$ cat config.mk
export PLATFORM = sky130hd
export DESIGN_NAME = tmr_host_if
export DESIGN_NICKNAME = d
export VERILOG_FILES = /design/src/rtl/tmr_host_pkg.sv /design/src/rtl/tmr_cmd_decode.sv /design/src/rtl/tmr_chan_port.sv /design/src/rtl/tmr_host_if.sv
export SDC_FILE = /design/constraint.sdc
export NUM_CORES = 1
export LEC_CHECK = 0
export BUFFER_PORTS_ARGS = -buffer_cell sky130_fd_sc_hd__buf_2
export CELL_PAD_IN_SITES_DETAIL_PLACEMENT = 1
export CELL_PAD_IN_SITES_GLOBAL_PLACEMENT = 2
export CORE_AREA = 2 2 131 133
export CTS_CLUSTER_SIZE = 16
export DETAILED_ROUTE_END_ITERATION = 8
export DIE_AREA = 0 0 133 135
export PLACE_DENSITY = 0.93
export RECOVER_POWER = 50
export SLEW_MARGIN = 20
export SYNTH_ARGS = -nofsm -noshare
export SYNTH_HDL_FRONTEND = slang
export SYNTH_SLANG_ARGS = --single-unit
$ cat constraint.sdc
create_clock -name clk -period 3.65 [get_ports clk]
set_input_delay 0 -clock clk [delete_from_list [all_inputs] [get_ports clk]]
set_output_delay 0 -clock clk [all_outputs]
set_load 0.1 [all_outputs]
$ cat src/rtl/tmr_host_pkg.sv
package tmr_host_pkg;
    localparam int BYTE_W   = 8;
    localparam int CNT_W    = 2 * BYTE_W;
    localparam int NUM_CH   = 3;
    localparam int ADDR_W   = 2;
    localparam int MODE_W   = 3;
    localparam int CMD_ADDR = NUM_CH;

    typedef enum logic [1:0] {
        ACC_LATCH = 2'd0,
        ACC_LO    = 2'd1,
        ACC_HI    = 2'd2,
        ACC_LOHI  = 2'd3
    } acc_mode_e;

    typedef enum logic {
        PTR_LO = 1'b0,
        PTR_HI = 1'b1
    } byte_ptr_e;

    typedef enum logic {
        LAT_FREE = 1'b0,
        LAT_HELD = 1'b1
    } latch_st_e;

    // Field order follows the command byte, MSB first.
    typedef struct packed {
        logic [1:0]        sel;
        acc_mode_e         acc;
        logic [MODE_W-1:0] op;
        logic              bcd;
    } cmd_word_t;
endpackage

$ cat src/rtl/tmr_cmd_decode.sv
module tmr_cmd_decode
    import tmr_host_pkg::*;
(
    input  logic                    cmd_we,
    input  logic [BYTE_W-1:0]       cmd_byte,
    output logic [NUM_CH-1:0]       latch_req,
    output logic [NUM_CH-1:0]       mode_req,
    output acc_mode_e               cmd_acc,
    output logic [MODE_W-1:0]       cmd_op
);
    cmd_word_t cw;
    assign cw      = cmd_word_t'(cmd_byte);
    assign cmd_acc = cw.acc;
    assign cmd_op  = cw.op;

    // Channel field 3 matches no channel, so a read-back command falls through.
    for (genvar c = 0; c < NUM_CH; c++) begin : g_dec
        logic hit;
        assign hit          = cmd_we && (cw.sel == 2'(c));
        assign latch_req[c] = hit && (cw.acc == ACC_LATCH);
        assign mode_req[c]  = hit && (cw.acc != ACC_LATCH);
    end
endmodule

$ cat src/rtl/tmr_chan_port.sv
module tmr_chan_port
    import tmr_host_pkg::*;
(
    input  logic                clk,
    input  logic                rst_n,
    input  logic                latch_req,
    input  logic                mode_req,
    input  acc_mode_e           cmd_acc,
    input  logic [MODE_W-1:0]   cmd_op,
    input  logic                wr_hit,
    input  logic [BYTE_W-1:0]   wdata,
    input  logic                rd_hit,
    input  logic [CNT_W-1:0]    cnt_i,
    output logic [BYTE_W-1:0]   rd_byte,
    output logic                load_stb_o,
    output logic [CNT_W-1:0]    load_val_o,
    output logic                mode_stb_o,
    output logic [MODE_W-1:0]   mode_o
);
    byte_ptr_e         wr_ptr_q, wr_ptr_d;
    byte_ptr_e         rd_ptr_q, rd_ptr_d;
    latch_st_e         lat_q, lat_d;
    acc_mode_e         acc_q;
    logic [MODE_W-1:0] op_q;
    logic [CNT_W-1:0]  reload_q;
    logic [CNT_W-1:0]  latched_q;
    logic              load_stb_q, mode_stb_q;
    logic [CNT_W-1:0]  rd_src;

    // State register process
    always_ff @(posedge clk) begin
        if (!rst_n) begin
            wr_ptr_q <= PTR_LO;
            rd_ptr_q <= PTR_LO;
            lat_q    <= LAT_FREE;
        end else begin
            wr_ptr_q <= wr_ptr_d;
            rd_ptr_q <= rd_ptr_d;
            lat_q    <= lat_d;
        end
    end

    // Next-state logic
    always_comb begin
        wr_ptr_d = wr_ptr_q;
        if (mode_req) begin
            wr_ptr_d = (cmd_acc == ACC_HI) ? PTR_HI : PTR_LO;
        end else if (wr_hit && acc_q == ACC_LOHI) begin
            unique case (wr_ptr_q)
                PTR_LO: wr_ptr_d = PTR_HI;
                PTR_HI: wr_ptr_d = PTR_LO;
            endcase
        end
    end

    always_comb begin
        rd_ptr_d = rd_ptr_q;
        if (rd_hit) begin
            unique case (rd_ptr_q)
                PTR_LO: rd_ptr_d = PTR_HI;
                PTR_HI: rd_ptr_d = PTR_LO;
            endcase
        end
    end

    always_comb begin
        lat_d = lat_q;
        unique case (lat_q)
            LAT_FREE: if (latch_req) lat_d = LAT_HELD;
            LAT_HELD: if (rd_hit && rd_ptr_q == PTR_HI) lat_d = LAT_FREE;
        endcase
    end

    // Output / datapath process
    always_ff @(posedge clk) begin
        if (!rst_n) begin
            acc_q      <= ACC_LATCH;
            op_q       <= '0;
            reload_q   <= '0;
            latched_q  <= '0;
            load_stb_q <= 1'b0;
            mode_stb_q <= 1'b0;
        end else begin
            load_stb_q <= 1'b0;
            mode_stb_q <= 1'b0;
            if (mode_req) begin
                acc_q      <= cmd_acc;
                op_q       <= cmd_op;
                mode_stb_q <= 1'b1;
            end
            if (latch_req && lat_q == LAT_FREE) begin
                latched_q <= cnt_i;
            end
            if (wr_hit) begin
                unique case (wr_ptr_q)
                    PTR_LO: begin
                        reload_q[BYTE_W-1:0] <= wdata;
                        load_stb_q           <= (acc_q != ACC_LOHI);
                    end
                    PTR_HI: begin
                        reload_q[CNT_W-1:BYTE_W] <= wdata;
                        load_stb_q               <= 1'b1;
                    end
                endcase
            end
        end
    end

    assign rd_src     = (lat_q == LAT_HELD) ? latched_q : cnt_i;
    assign rd_byte    = (rd_ptr_q == PTR_LO) ? rd_src[BYTE_W-1:0] : rd_src[CNT_W-1:BYTE_W];
    assign load_stb_o = load_stb_q;
    assign load_val_o = reload_q;
    assign mode_stb_o = mode_stb_q;
    assign mode_o     = op_q;

    // the low-byte write of a pair never loads
    p_pair_low_no_load_r4: assert property (@(posedge clk) disable iff (!rst_n)
        (wr_hit && acc_q == ACC_LOHI && wr_ptr_q == PTR_LO) |=> !load_stb_o);

    // every read of this channel moves its read pointer
    p_read_toggles_r6: assert property (@(posedge clk) disable iff (!rst_n)
        rd_hit |=> (rd_ptr_q != $past(rd_ptr_q)));

    // a held latch keeps its value until it is released
    p_latch_stable_r7: assert property (@(posedge clk) disable iff (!rst_n)
        (lat_q == LAT_HELD && !(rd_hit && rd_ptr_q == PTR_HI)) |=> $stable(latched_q));

    // reading the high byte frees a held latch
    p_high_read_frees_r8: assert property (@(posedge clk) disable iff (!rst_n)
        (lat_q == LAT_HELD && rd_hit && rd_ptr_q == PTR_HI) |=> (lat_q == LAT_FREE));

    // a latch command leaves the write pointer where it was
    p_latch_keeps_ptr_r11: assert property (@(posedge clk) disable iff (!rst_n)
        latch_req |=> $stable(wr_ptr_q));

    // the two strobes are single-cycle and never coincide
    p_strobe_excl_r12: assert property (@(posedge clk) disable iff (!rst_n)
        !(load_stb_o && mode_stb_o));
    p_load_single_r12: assert property (@(posedge clk) disable iff (!rst_n)
        (load_stb_o && !wr_hit) |=> !load_stb_o);
endmodule

$ cat src/rtl/tmr_host_if.sv
module tmr_host_if
    import tmr_host_pkg::*;
(
    input  logic                             clk,
    input  logic                             rst_n,
    input  logic                             wr_en,
    input  logic                             rd_en,
    input  logic [ADDR_W-1:0]                addr,
    input  logic [BYTE_W-1:0]                wdata,
    output logic [BYTE_W-1:0]                rdata,
    input  logic [NUM_CH-1:0][CNT_W-1:0]     cnt_i,
    output logic [NUM_CH-1:0]                load_stb_o,
    output logic [NUM_CH-1:0][CNT_W-1:0]     load_val_o,
    output logic [NUM_CH-1:0]                mode_stb_o,
    output logic [NUM_CH-1:0][MODE_W-1:0]    mode_o
);
    logic                           cmd_we;
    logic [NUM_CH-1:0]              latch_req, mode_req;
    acc_mode_e                      cmd_acc;
    logic [MODE_W-1:0]              cmd_op;
    logic [NUM_CH-1:0][BYTE_W-1:0]  rd_bytes;

    assign cmd_we = wr_en && (addr == ADDR_W'(CMD_ADDR));

    tmr_cmd_decode u_dec (
        .cmd_we    (cmd_we),
        .cmd_byte  (wdata),
        .latch_req (latch_req),
        .mode_req  (mode_req),
        .cmd_acc   (cmd_acc),
        .cmd_op    (cmd_op)
    );

    for (genvar c = 0; c < NUM_CH; c++) begin : g_ch
        tmr_chan_port u_ch (
            .clk        (clk),
            .rst_n      (rst_n),
            .latch_req  (latch_req[c]),
            .mode_req   (mode_req[c]),
            .cmd_acc    (cmd_acc),
            .cmd_op     (cmd_op),
            .wr_hit     (wr_en && addr == ADDR_W'(c)),
            .wdata      (wdata),
            .rd_hit     (rd_en && addr == ADDR_W'(c)),
            .cnt_i      (cnt_i[c]),
            .rd_byte    (rd_bytes[c]),
            .load_stb_o (load_stb_o[c]),
            .load_val_o (load_val_o[c]),
            .mode_stb_o (mode_stb_o[c]),
            .mode_o     (mode_o[c])
        );
    end

    // Address 3 and any unmatched address read as zero
    always_comb begin
        rdata = '0;
        for (int c = 0; c < NUM_CH; c++) begin
            if (addr == ADDR_W'(c)) rdata = rd_bytes[c];
        end
    end

    // at most one channel loads in a cycle
    p_one_load_r12: assert property (@(posedge clk) disable iff (!rst_n)
        $onehot0(load_stb_o));

    // a read-back command raises no strobe
    p_readback_quiet_r9: assert property (@(posedge clk) disable iff (!rst_n)
        (cmd_we && wdata[7:6] == 2'b11) |=> (load_stb_o == '0 && mode_stb_o == '0));
endmodule

== Word level (Yosys, flattened, before mapping) ==
Cells that the tools add are included.

* Memories: 0
* Memory bits (read-only): 0
* Bits in registers: 126
* Latch bits: 0
* RAM bits: 0

* Shift operators: 0
* Add/sub/neg operators: 0
* Multiply operators: 0
* $lt $le $gt $ge: 0
* Divide/modulo/power cells: 0
* Bitwise operators: 9
* Reduce and logical (&&, ||, !) cells: 41
* Mux-type cells: 37
* Equality and inequality tests: 12

{| class="wikitable"
|+ Operators with widths
! cell !! count
|-
| $mux 16 || 3
|-
| $mux 8 || 6
|-
| $logic_and 1x1->1 || 25
|-
| $pmux 1 s2 || 12
|-
| $reduce_and 2->1 || 9
|-
| $mux 1 || 16
|-
| $eq 2x2->1 const B || 7
|-
| $not 1->1 || 9
|-
| $reduce_bool 2->1 || 4
|-
| $logic_not 2->1 || 3
|-
| $ne 2x2->1 const B || 3
|-
| $eq 2x1->1 const B || 2
|}

== Longest topological paths before layout ==
Gate-level depths: netlist of run 1.

* Depth in word-level cells: 6
* Gate-level depth with buffers: 6
* Mapped depth without buffers: 3

== Cells and area by module ==
From an unflattened synthesis of run 1, not the netlist that was laid out.

* Cells, all modules: 608
* Area total of the unflattened synthesis: 5776.8 sq um

{| class="wikitable"
|+ Modules (own cells, without submodules)
! module !! times used !! cells an instance !! seq. area each (sq um) !! area each (sq um)
|-
| tmr_chan_port || 3 || 188 || 840.8 || 1809.2
|-
| tmr_host_if || 1 || 29 || 0.0 || 252.7
|-
| tmr_cmd_decode || 1 || 15 || 0.0 || 96.3
|}

== Worst setup path after synthesis of run 1 ==
OpenSTA, ideal clock, no wires.

* Kind: flip-flop to output port
* Start point: reg g_ch[2].u_ch.rd_ptr_q
* End point: out rdata[4]
* Arrival time: 2.006 ns
* Cell stages (with the launch flop): 5
* Path slack: 1.644 ns
* Path through: dfxtp_1 clkbuf_1 mux4_2 a22oi_1 nand2_1

* Word-level cells in the longest chain between the ends: 2

{| class="wikitable"
|+ Ends and longest elaborated chain
! element !! line !! text
|-
| start: declaration || tmr_chan_port.sv:21 || <nowiki>byte_ptr_e rd_ptr_q, rd_ptr_d;</nowiki>
|-
| start signal: assignment || tmr_chan_port.sv:38 || <nowiki>rd_ptr_q <= rd_ptr_d;</nowiki>
|-
| $mux 8 || tmr_chan_port.sv:110 || <nowiki>assign rd_byte = (rd_ptr_q == PTR_LO) ? rd_src[BYTE_W-1:0] : rd_src[CNT_W-1:BYTE_W];</nowiki>
|-
| $mux 8 || tmr_host_if.sv:58 || <nowiki>if (addr == ADDR_W'(c)) rdata = rd_bytes[c];</nowiki>
|-
| end: declaration || tmr_host_if.sv:10 || <nowiki>output logic [BYTE_W-1:0] rdata,</nowiki>
|}

No other way between the ends.

== Worst setup path in the final report of run 1 ==
* Start point: in wr_en
* End point: reg g_ch[1].u_ch.reload_q[6]

* Word-level cells in the longest chain between the ends: 2

{| class="wikitable"
|+ Ends and longest elaborated chain
! element !! line !! text
|-
| start: declaration || tmr_host_if.sv:6 || <nowiki>input logic wr_en,</nowiki>
|-
| $logic_and 1x1->1 || tmr_host_if.sv:42 || <nowiki>.wr_hit (wr_en && addr == ADDR_W'(c)),</nowiki>
|-
| $reduce_and 2->1 (no source line) || - ||
|-
| end signal: indexed assignment || tmr_chan_port.sv:97 || <nowiki>reload_q[BYTE_W-1:0] <= wdata;</nowiki>
|-
| end signal: indexed assignment || tmr_chan_port.sv:101 || <nowiki>reload_q[CNT_W-1:BYTE_W] <= wdata;</nowiki>
|-
| end: declaration || tmr_chan_port.sv:25 || <nowiki>logic [CNT_W-1:0] reload_q;</nowiki>
|}

No other way between the ends.
A chain may end at the register's enable or synchronous reset.

==> flow_metrics.tcl, run 1 <==
set metrics [dict create \
    yosysWarningCount 0 \
    place_ws_ns 1.65 \
    r2r_slack_ns 1.17 \
    ys_types 45 \
    dp_hpwl_mm 12.9 \
    tns_ns 0 \
    post-route-min-period_ns 2.85 \
    ant_nets 0 \
    power_switching_mw 0.947 \
    slew_headroom -0.359 \
    violations "max-capacitance violations, max-slew violations" \
    worstPathArrival_ns 3.15 \
    finalNonFillerCells 1000 \
    drt_wl_total_mm 19.3 \
    design.core.area_mm2 0.0164 \
    critPathLaunchType "input port" \
    drt_iter0_markers 299 \
    multi_input_area_mm2 0.00288 \
    dr.pass1.iters 4 \
    num_vias 5427 \
    pin_count 133 \
    worstHoldPathType "in2reg" \
    max_stage_delay_ns 1.62 \
    synthToLayoutAreaGrowth_pct 29.9 \
    drv_cap 1 \
    swShare 0.273 \
    syn_avg_cell_area_um2 9.14 \
    post-route-drc-count 0 \
    grt_pass1_vias 5838 \
    rr_endpoint "g_ch[1].u_ch.load_val_o[6]" \
    diodes 0 \
    skew_ns 0.0128 \
    cts-root-buf "clkbuf_16" \
    critical_path_buf_inv_count 2 \
    worstSetupPathType "in2reg" \
    routed_via_density 5.43 \
    cts-resized-gates 0 \
    num-fill-cells 1912 \
    rows 47 \
    r2r_start "g_ch[1].u_ch.wr_ptr_q" \
    synthesis.instances 625 \
    peakVddDrop_mv 0.322 \
    yosysSeqAreaShare 0.441 \
    period_share 0.782 \
    p_total_mw 3.46 \
    syn_nets 687 \
    reg2regPathDepth 3 \
    whs_path_depth 3 \
    status "complete, but fails checks" \
    critical-path-top-delay-family "simple AND/OR/NAND/NOR gates" \
    clock_path_buffers 2 \
    rsz0062_at_grt "false" \
    ys_seq_elements 126 \
    syn_area_mm2 0.00571 \
    gp_congestion 0.824 \
    p_per_area_mw_per_mm2 467 \
    hold_viol 0 \
    port_buffers 132 \
    crit_chain "dlygate4sd3_1 -> clkbuf_1 -> nor4bb_1 -> mux2i_1 -> nor2_1" \
    endpoint_kind "register" \
    clkTransAtPathRegs_ns 0.05 \
    maxSlewViolCount 9 \
    fin_nets 830 \
    grt_max_degree 52 \
    routedWlPerCell_um 19.3 \
    dieWidth_um 133 \
    register_area_mm2 0.00252 \
    grt_pass1_wl_mm 31.4 \
    cts_sinks 126 \
    setup_slack_ns 0.797 \
    worst_path_max_delay_cell "nor4bb_1" \
    clkLatencyLatePin_ns 0.42 \
    drive_gt1_frac 0.172 \
    fmax_mhz 350 \
    worstMarginPinSlew_ns 2.01 \
    leakage_nw 2.75 \
    hold_start "wdata[4]" \
    die_h_um 135 \
    critPathRequiredTime_ns 3.95 \
    combPwrFrac 0.138 \
    pwr-share-clk 0.454 \
    start_util 0.348 \
    p_seq_frac 0.408 \
    cp_max_fo 17 \
    antenna_found_initial 0 \
    cts_made_buffers 17 \
    intPower_mw 2.52 \
    dieArea_mm2 0.0180 \
    hold-path-endpoint "g_ch[2].u_ch.load_val_o[12]" \
    grt_overflow 0 \
    cts_tree "built" \
    track_usage 0.223 \
    dp.cells 914 \
    htree_num_levels 4 \
    finalSetupViolations 0 \
]
## registers in the layout, indices dropped and copies added (netlist names)
register	cells
g_ch.u_ch.lat_q	3
g_ch.u_ch.latched_q	48
g_ch.u_ch.load_val_o	48
g_ch.u_ch.mode_stb_o	3
g_ch.u_ch.acc_q	6
g_ch.u_ch.mode_o	9
g_ch.u_ch.wr_ptr_q	3
g_ch.u_ch.load_stb_o	3
g_ch.u_ch.rd_ptr_q	3
## cells in the mapped netlist, drive strengths merged
library cell | count | area, um2
o21a | 3 | 22.5
mux4 | 24 | 541
nand3b | 3 | 22.5
o311a | 3 | 30.0
o31a | 1 | 8.76
nor3 | 10 | 50.1
o21ai | 20 | 100
xnor2 | 3 | 26.3
or2 | 1 | 6.26
a311oi | 1 | 8.76
and4b | 3 | 30.0
o2111a | 1 | 11.3
or3 | 1 | 6.26
o31ai | 20 | 150
or4b | 1 | 10.0
a31oi | 2 | 12.5
nand4b | 3 | 41.3
mux2i | 46 | 460
nor2b | 3 | 18.8
clkbuf | 46 | 173
nand2 | 111 | 417
a31o | 2 | 17.5
inv | 6 | 22.5
nand3 | 23 | 115
nand4 | 19 | 119
a22oi | 8 | 60.1
nor4bb | 3 | 30.0
nor4b | 2 | 23.8
dfxtp | 126 | 2520
nand2b | 3 | 18.8
buf | 23 | 144
or4 | 2 | 18.8
a21oi | 64 | 320
and3 | 1 | 6.26
nor4 | 3 | 18.8
nor2 | 33 | 124
nor3b | 1 | 7.51
## metal layers
metal | part of all wire | wire length, um | track usage
met1 | 0.42 | 8030 | 0.263
met2 | 0.50 | 9740 | 0.389
met3 | 0.062 | 1200 | 0.0646
met4 | 0.018 | 351 | 0.0729
met5 | 0 | 0 | 0
## power by group through the flow
stage | logic [mW] | clock network (mW) | registers [mW]
final | 0.477 | 1.57 | 1.41
after global routing | 0.505 | 1.66 | 1.42
after CTS | 0.481 | 1.60 | 1.41
after detailed placement | 0.433 | 0 | 1.44
after global placement | 0.423 | 0 | 1.44
after floorplan | 0.249 | 0 | 1.50
## cells by family after synthesis
family                 after synthesis  share of synthesized area
AND/OR/NAND/NOR                    226                      0.190
multiplexers                        70                      0.175
buffers and inverters               75                     0.0593
XOR/XNOR                             3                    0.00460
AO/OA/AOI/OAI                      125                      0.130
flip-flops                         126                      0.441
## layout make-up
class                      instances  area share
clock buffer                      23      0.0644
sequential                       126       0.340
tap                              220      0.0371
timing repair buffer             193       0.158
inverter                           6     0.00303
clock inverter                     8     0.00877
multi-input combinational        424       0.388
## cells in the final DEF, fill, tap and decap left out, types with 20 or more instances in the layout
cell           instances
dlygate4sd3_1         55
o31ai_1               20
nand3_1               23
mux2i_1               46
nor2_1                33
nand2_1              111
buf_2                 67
mux4_2                24
a21oi_1               64
clkbuf_1              68
dfxtp_1              126
## how the worst max path moves through the flow
| stage | from | endpoint | depth (start not counted) |
|---|---|---|---|
| floorplan | g_ch[2].u_ch.rd_ptr_q | rdata[4] | 4 |
| global placement | addr[0] | g_ch[1].u_ch.load_val_o[5] | 4 |
| detailed placement | addr[1] | g_ch[1].u_ch.latched_q[3] | 4 |
| CTS | g_ch[0].u_ch.rd_ptr_q | rdata[3] | 4 |
| global route | wr_en | g_ch[1].u_ch.load_val_o[3] | 5 |
| finish | wr_en | g_ch[1].u_ch.load_val_o[6] | 5 |
## worst reg2reg max path: stages (launching register included)
cell      delay, ns
dfxtp_1        0.35
nor4bb_1       1.61
mux2i_1        0.33
nor2_1         0.07
## repair_timing
item / in CTS / in global routing
endpoints found under the setup margin: 0 / 0
endpoints found under the hold margin: 74 / 0
buffers inserted: 0 / 0
hold buffers: 55 / 0
## per-stage QoR
step	hold slack, ns	area [um2]	utilization
after detailed placement	0.272	6420	0.391
after global routing	0.0304	7420	0.452
after floorplan	0.136	5710	-
after global placement	0.262	6400	0.390
after CTS	0.00836	7510	0.458
final	0.0189	7420	0.452
Note: power is estimated with default switching activity, not from simulation.
==> run 2, diff against run 1 <==
--- a/config.mk
+++ b/config.mk
@@ -5,14 +5,15 @@
 export SDC_FILE = /design/constraint.sdc
 export NUM_CORES = 1
 export LEC_CHECK = 0
+export ABC_AREA = 1
 export BUFFER_PORTS_ARGS = -buffer_cell sky130_fd_sc_hd__buf_2
 export CELL_PAD_IN_SITES_DETAIL_PLACEMENT = 1
 export CELL_PAD_IN_SITES_GLOBAL_PLACEMENT = 2
-export CORE_AREA = 2 2 131 133
+export CORE_AREA = 2 2 141 143
 export CTS_CLUSTER_SIZE = 16
 export DETAILED_ROUTE_END_ITERATION = 8
-export DIE_AREA = 0 0 133 135
-export PLACE_DENSITY = 0.93
+export DIE_AREA = 0 0 143 145
+export PLACE_DENSITY = 0.87
 export RECOVER_POWER = 50
 export SLEW_MARGIN = 20
 export SYNTH_ARGS = -nofsm -noshare
==> constraint.sdc (replaced) <==
create_clock -name clk -period 2.8 [get_ports clk]
set_input_delay 0 -clock clk [delete_from_list [all_inputs] [get_ports clk]]
set_output_delay 0 -clock clk [all_outputs]
set_load 0.1 [all_outputs]
==> flow_metrics.tcl, run 2 <==
set metrics [dict create \
    fmax_mhz 394 \
    synthesis.instances 784 \
    synthArstFlopShare 0 \
    syn_nets 846 \
    wl_met1_mm 9.71 \
    ys_types 23 \
    leakage_nw 2.81 \
    yosys-top-cells-count "222 x nand2_1, 159 x nand3_1, 126 x dfxtp_1" \
    yosysSeqAreaShare 0.458 \
    rr_endpoint "g_ch[1].u_ch.lat_q" \
    antenna_found_initial 1 \
    dr.pass1.iters 4 \
    yosysWarningCount 0 \
    grt_pass1_vias 5866 \
    cpMostUsedCell "nand2_1" \
    finalSetupViolations 0 \
    place_ws_ns 0.726 \
    routed.top_layer "met4" \
    cts-root-buf "clkbuf_16" \
    critical_path_buf_inv_count 2 \
    track_usage 0.193 \
    r2r_slack_ns 1.17 \
    tns_ns 0 \
    r2r_start "g_ch[1].u_ch.lat_q" \
    cts_tree "built" \
    maxSlewViolCount 0 \
    clkTransAtPathRegs_ns 0.06 \
    max_stage_delay_ns 0.71 \
    design.core.area_mm2 0.0192 \
    skew_ns 0.00823 \
    synthTopCellsByArea "dfxtp_1 46%, nand2_1 15%, nand3_1 14%, a21oi_1 9.7%, o21ai_0 3.2%" \
    clock_path_buffers 2 \
    dp_hpwl_mm 13.6 \
    num_vias 5902 \
    clkLatencyLatePin_ns 0.42 \
    status "finished, final reports clean" \
    routed_via_density 4.80 \
    yosysMostFrequentCell "nand2_1" \
    multi_input_area_mm2 0.00258 \
    start_util 0.287 \
    reg2regPathDepth 2 \
    worstHoldPathType "in2reg" \
    routedWlPerCell_um 16.1 \
    critPathLaunchType "register" \
    grt_overflow 0 \
    worstPathArrival_ns 2.54 \
    dieWidth_um 143 \
    crit_chain "clkinv_1 -> nand2_1 -> nand2_1 -> nand2_1 -> o21ai_0 -> nand2_1 -> nand3_1 -> buf_2" \
    post_cts.repair.setup_buffers 0 \
    die_h_um 145 \
    worst_path_max_delay_cell "dfxtp_1" \
    cp_max_fo 18 \
    fin_util 0.384 \
    slew_headroom 0.176 \
    port_buffers 132 \
    drt_iter0_markers 354 \
    critical-path-top-delay-family "buffers and inverters" \
    wl_met2_mm 9.04 \
    pin_count 133 \
    synthToLayoutAreaGrowth_pct 33.9 \
    setup_slack_ns 0.265 \
    final_common_cell "nand2_1" \
    peakVddDrop_mv 0.406 \
    synth_edf_count 0 \
    p_per_area_mw_per_mm2 623 \
    num-fill-cells 2469 \
    syn_area_mm2 0.00551 \
    synth_top_area_frac 0.458 \
    drive_gt1_frac 0.129 \
    synthFlopType "dfxtp_1" \
    cts_made_buffers 17 \
    whs_path_depth 3 \
    drv_cap 0 \
    drt_wl_total_mm 19.8 \
    mostFrequentLayoutCells "222 x nand2_1, 160 x nand3_1, 126 x dfxtp_1" \
    ant_nets 0 \
    hold_start "rst_n" \
    syn_avg_cell_area_um2 7.03 \
    fin_nets 1012 \
    register_area_mm2 0.00252 \
    cts_sinks 126 \
    gp_congestion 0.782 \
    hold-path-endpoint "g_ch[2].u_ch.load_val_o[5]" \
    grt_pass1_wl_mm 31.8 \
    worstSetupPathType "reg2out" \
    worstMarginPinSlew_ns 1.24 \
    endpoint_kind "primary output" \
    post-route-drc-count 0 \
    critPathRequiredTime_ns 2.80 \
    hold_viol 0 \
    period_share 0.905 \
    rows 51 \
    route.met3.wl_um 769 \
    htree_num_levels 4 \
    grt_max_degree 37 \
    rsz0062_at_grt "false" \
    netlist.top_cell.by_area "dfxtp_1" \
    ys_seq_elements 126 \
    post-route-min-period_ns 2.54 \
    dieArea_mm2 0.0207 \
    cts-resized-gates 0 \
]
-- run 2: cell types whose count changed after synthesis, sizes merged, moves of 15 or more --
cell	before	now
o31ai	20	0
mux4	24	0
clkbuf	46	26
o21ai	20	35
nand2	111	226
nand3	23	160
mux2i	46	0
a21oi	64	107
nand4	19	1
inv	6	22
-- run 2: through the flow --
step | instance area [um2] | hold WS, ns | instances | power, mW
after floorplan | 5510 | 0.145 | 784 | 2.29
after global placement | 6320 | 0.287 | 1136 | 2.46
after detailed placement | 6320 | 0.293 | 1136 | 2.46
after CTS | 7490 | 0.0485 | 1228 | 4.66
after global routing | 7380 | 0.0811 | 1229 | 4.77
final | 7380 | 0.0521 | 1229 | 4.60
-- run 2: layout make-up --
type                            instances  area share
Antenna cell                            1    0.000339
Clock buffer                           18      0.0582
Timing Repair Buffer                  206       0.173
Sequential cell                       126       0.342
Tap cell                              265      0.0450
Clock inverter                         14      0.0182
Inverter                               27      0.0137
Multi-Input combinational cell        572       0.350
-- run 2: how the worst max path moves through the flow --
stage                       startpoint       end  cells after the start
floorplan           g_ch[2].u_ch.lat_q  rdata[4]                      7
global placement    g_ch[1].u_ch.lat_q  rdata[1]                      8
detailed placement  g_ch[1].u_ch.lat_q  rdata[1]                      8
CTS                 g_ch[1].u_ch.lat_q  rdata[1]                      8
global route        g_ch[1].u_ch.lat_q  rdata[1]                      8
finish              g_ch[1].u_ch.lat_q  rdata[1]                      8
-- run 2: worst reg2reg max path, cell delays in order, from the launching register on --
cell and delay [ns]:
dfxtp_1 0.71, clkinv_1 0.56, o21ai_0 0.28
-- run 2: timing repair --
item                                   CTS  global route
endpoints found under the hold margin   99             0
hold buffers                            60             0
setup endpoints to repair                0             0
-- run 2: where the power goes --
part           switching, mW  internal, mW
Clock                  0.886          1.24
Combinational          0.472         0.162
Sequential            0.0213          1.82
Total                   1.38          3.22
-- run 2: cells by family after synthesis --
kind of cell | count (synthesis) | share of synthesized area
and+or+nand+nor | 428 | 0.341
AOI/OAI and AO/OA | 144 | 0.132
DFF | 126 | 0.458
buffers and inverters | 86 | 0.0695
-- run 2: routing by layer --
metal / up-vias / track usage
li1: 2941 / -
met1: 2814 / 0.273
met2: 122 / 0.298
met3: 25 / 0.0363
met4: 0 / 0.0564
met5: - / 0
==> run 3, diff against run 2 <==
--- a/config.mk
+++ b/config.mk
@@ -5,15 +5,16 @@
 export SDC_FILE = /design/constraint.sdc
 export NUM_CORES = 1
 export LEC_CHECK = 0
-export ABC_AREA = 1
+export ABC_AREA = 0
 export BUFFER_PORTS_ARGS = -buffer_cell sky130_fd_sc_hd__buf_2
+export CAP_MARGIN = 20
 export CELL_PAD_IN_SITES_DETAIL_PLACEMENT = 1
 export CELL_PAD_IN_SITES_GLOBAL_PLACEMENT = 2
-export CORE_AREA = 2 2 141 143
+export CORE_AREA = 2 2 137 139
 export CTS_CLUSTER_SIZE = 16
 export DETAILED_ROUTE_END_ITERATION = 8
-export DIE_AREA = 0 0 143 145
-export PLACE_DENSITY = 0.87
+export DIE_AREA = 0 0 139 141
+export PLACE_DENSITY = 0.86
 export RECOVER_POWER = 50
 export SLEW_MARGIN = 20
 export SYNTH_ARGS = -nofsm -noshare
==> flow_metrics.tcl, run 3 (same netlist as run 1, synthesis figures left out) <==
set metrics [dict create \
    final_common_cell "dfxtp_1" \
    routedWlPerCell_um 18.7 \
    ant_nets 0 \
    r2r_slack_ns 0.91 \
    dieArea_mm2 0.0196 \
    intPower_mw 3.73 \
    rows 50 \
    p_per_area_mw_per_mm2 661 \
    num_vias 5355 \
    grt_pass1_wl_mm 30.2 \
    drt_iter0_markers 264 \
    cp-endpoint "g_ch[0].u_ch.acc_q[1]" \
    dieWidth_um 139 \
    die_h_um 141 \
    hold_viol 0 \
    port_buffers 132 \
    power_switching_mw 1.29 \
    swShare 0.257 \
    worstMarginPinSlew_ns 1.22 \
    rsz0062_at_grt "false" \
    htree_num_levels 4 \
    drv_cap 0 \
    tns_ns 0 \
    cp-startpoint "wr_en" \
    post-route-min-period_ns 2.44 \
    combPwrFrac 0.125 \
    ctsHoldBuffers 55 \
    drive_gt1_frac 0.178 \
    worstHoldPathType "in2reg" \
    routed_via_density 5.25 \
    slew_headroom 0.187 \
    clock_path_buffers 2 \
    cts-root-buf "clkbuf_16" \
    worstPathArrival_ns 2.75 \
    status "finished, final reports clean" \
    post_dp_cell_area_mm2 0.00646 \
    cts_sinks 126 \
    antenna_found_initial 0 \
    pin_count 133 \
    p_total_mw 5.02 \
    cp_max_fo 20 \
    critPathLaunchType "input port" \
    gp_congestion 0.844 \
    grt_pass1_vias 5669 \
    clkLatencyLatePin_ns 0.42 \
    dr.pass1.iters 4 \
    grt_overflow 0 \
    num-fill-cells 2132 \
    leakage_nw 2.81 \
    worstSetupPathType "in2reg" \
    grt_max_degree 51 \
    maxSlewViolCount 0 \
    cts_tree "built" \
    fmax_mhz 410 \
    drt_wl_total_mm 19.0 \
    start_util 0.313 \
    synthToLayoutAreaGrowth_pct 32.9 \
    cts-resized-gates 0 \
    clkTransAtPathRegs_ns 0.06 \
    pwr-share-clk 0.509 \
    cts_made_buffers 17 \
    critPathRequiredTime_ns 3.11 \
    design.core.area_mm2 0.0183 \
    rr_endpoint "g_ch[2].u_ch.latched_q[13]" \
    track_usage 0.196 \
    fin_area_mm2 0.00759 \
    diodes 0 \
    fin_nets 835 \
    post-route-drc-count 0 \
    dp_hpwl_mm 13.1 \
    skew_ns 0.00479 \
    endpoint_kind "register" \
    reg2regPathDepth 4 \
    r2r_start "g_ch[2].u_ch.lat_q" \
    period_share 0.872 \
    finalSetupViolations 0 \
    p_seq_frac 0.367 \
    mostFrequentLayoutCells "126 x dfxtp_1, 111 x nand2_1, 68 x clkbuf_1" \
    peakVddDrop_mv 0.401 \
    post_cts.repair.setup_buffers 0 \
]
## run 3: routing by layer
metal	vias to the layer above	share of wire	GRT usage
met2	160	0.51	0.341
met5	-	0	0
met1	2632	0.41	0.229
met4	0	0.026	0.0819
met3	37	0.060	0.0533
li1	2526	-	-
## run 3: area by class of cell
cell class / count / area, um2 / area share
Tap cell: 234 / 293 / 0.0386
Timing Repair Buffer: 198 / 1200 / 0.158
Clock inverter: 13 / 235 / 0.0310
Multi-Input combinational cell: 424 / 2870 / 0.377
Inverter: 6 / 22.5 / 0.00297
Clock buffer: 19 / 453 / 0.0597
Sequential cell: 126 / 2520 / 0.332
## run 3: how the worst min path moves through the flow
stage,from,to,cells past startpoint
detailed placement,cnt_i[18],g_ch[1].u_ch.latched_q[2],3
CTS,wdata[4],g_ch[0].u_ch.load_val_o[4],3
floorplan,wdata[0],g_ch[0].u_ch.load_val_o[0],2
finish,wdata[4],g_ch[0].u_ch.load_val_o[4],3
global route,wdata[6],g_ch[0].u_ch.load_val_o[6],3
global placement,cnt_i[28],g_ch[1].u_ch.latched_q[12],3
## run 3: per-stage QoR
step                      setup WS [ns]  hold slack (ns)  std cells  utilization
after global placement            0.848            0.264        933        0.354
after global routing              0.171           0.0342       1020        0.416
after floorplan                   0.794            0.136        625            -
after detailed placement          0.829            0.273        933        0.354
after CTS                         0.368           0.0145       1020        0.421
final                             0.358           0.0255       1020        0.416
## run 3: power groups by stage
stage	combinational (mW)	sequential [mW]	clock [mW]
2_1_floorplan	0.325	1.96	0
3_3_place_gp	0.559	1.88	0
3_5_place_dp	0.572	1.88	0
4_1_cts	0.633	1.84	2.61
5_1_grt	0.660	1.84	2.69
6_report	0.625	1.84	2.55
## run 3: worst max-delay path: stages
cell and delay [ns]:
dlygate4sd3_1 0.54, clkbuf_1 0.57, and4b_1 0.27, clkbuf_1 0.75, nand3_1 0.29, a31o_2 0.33
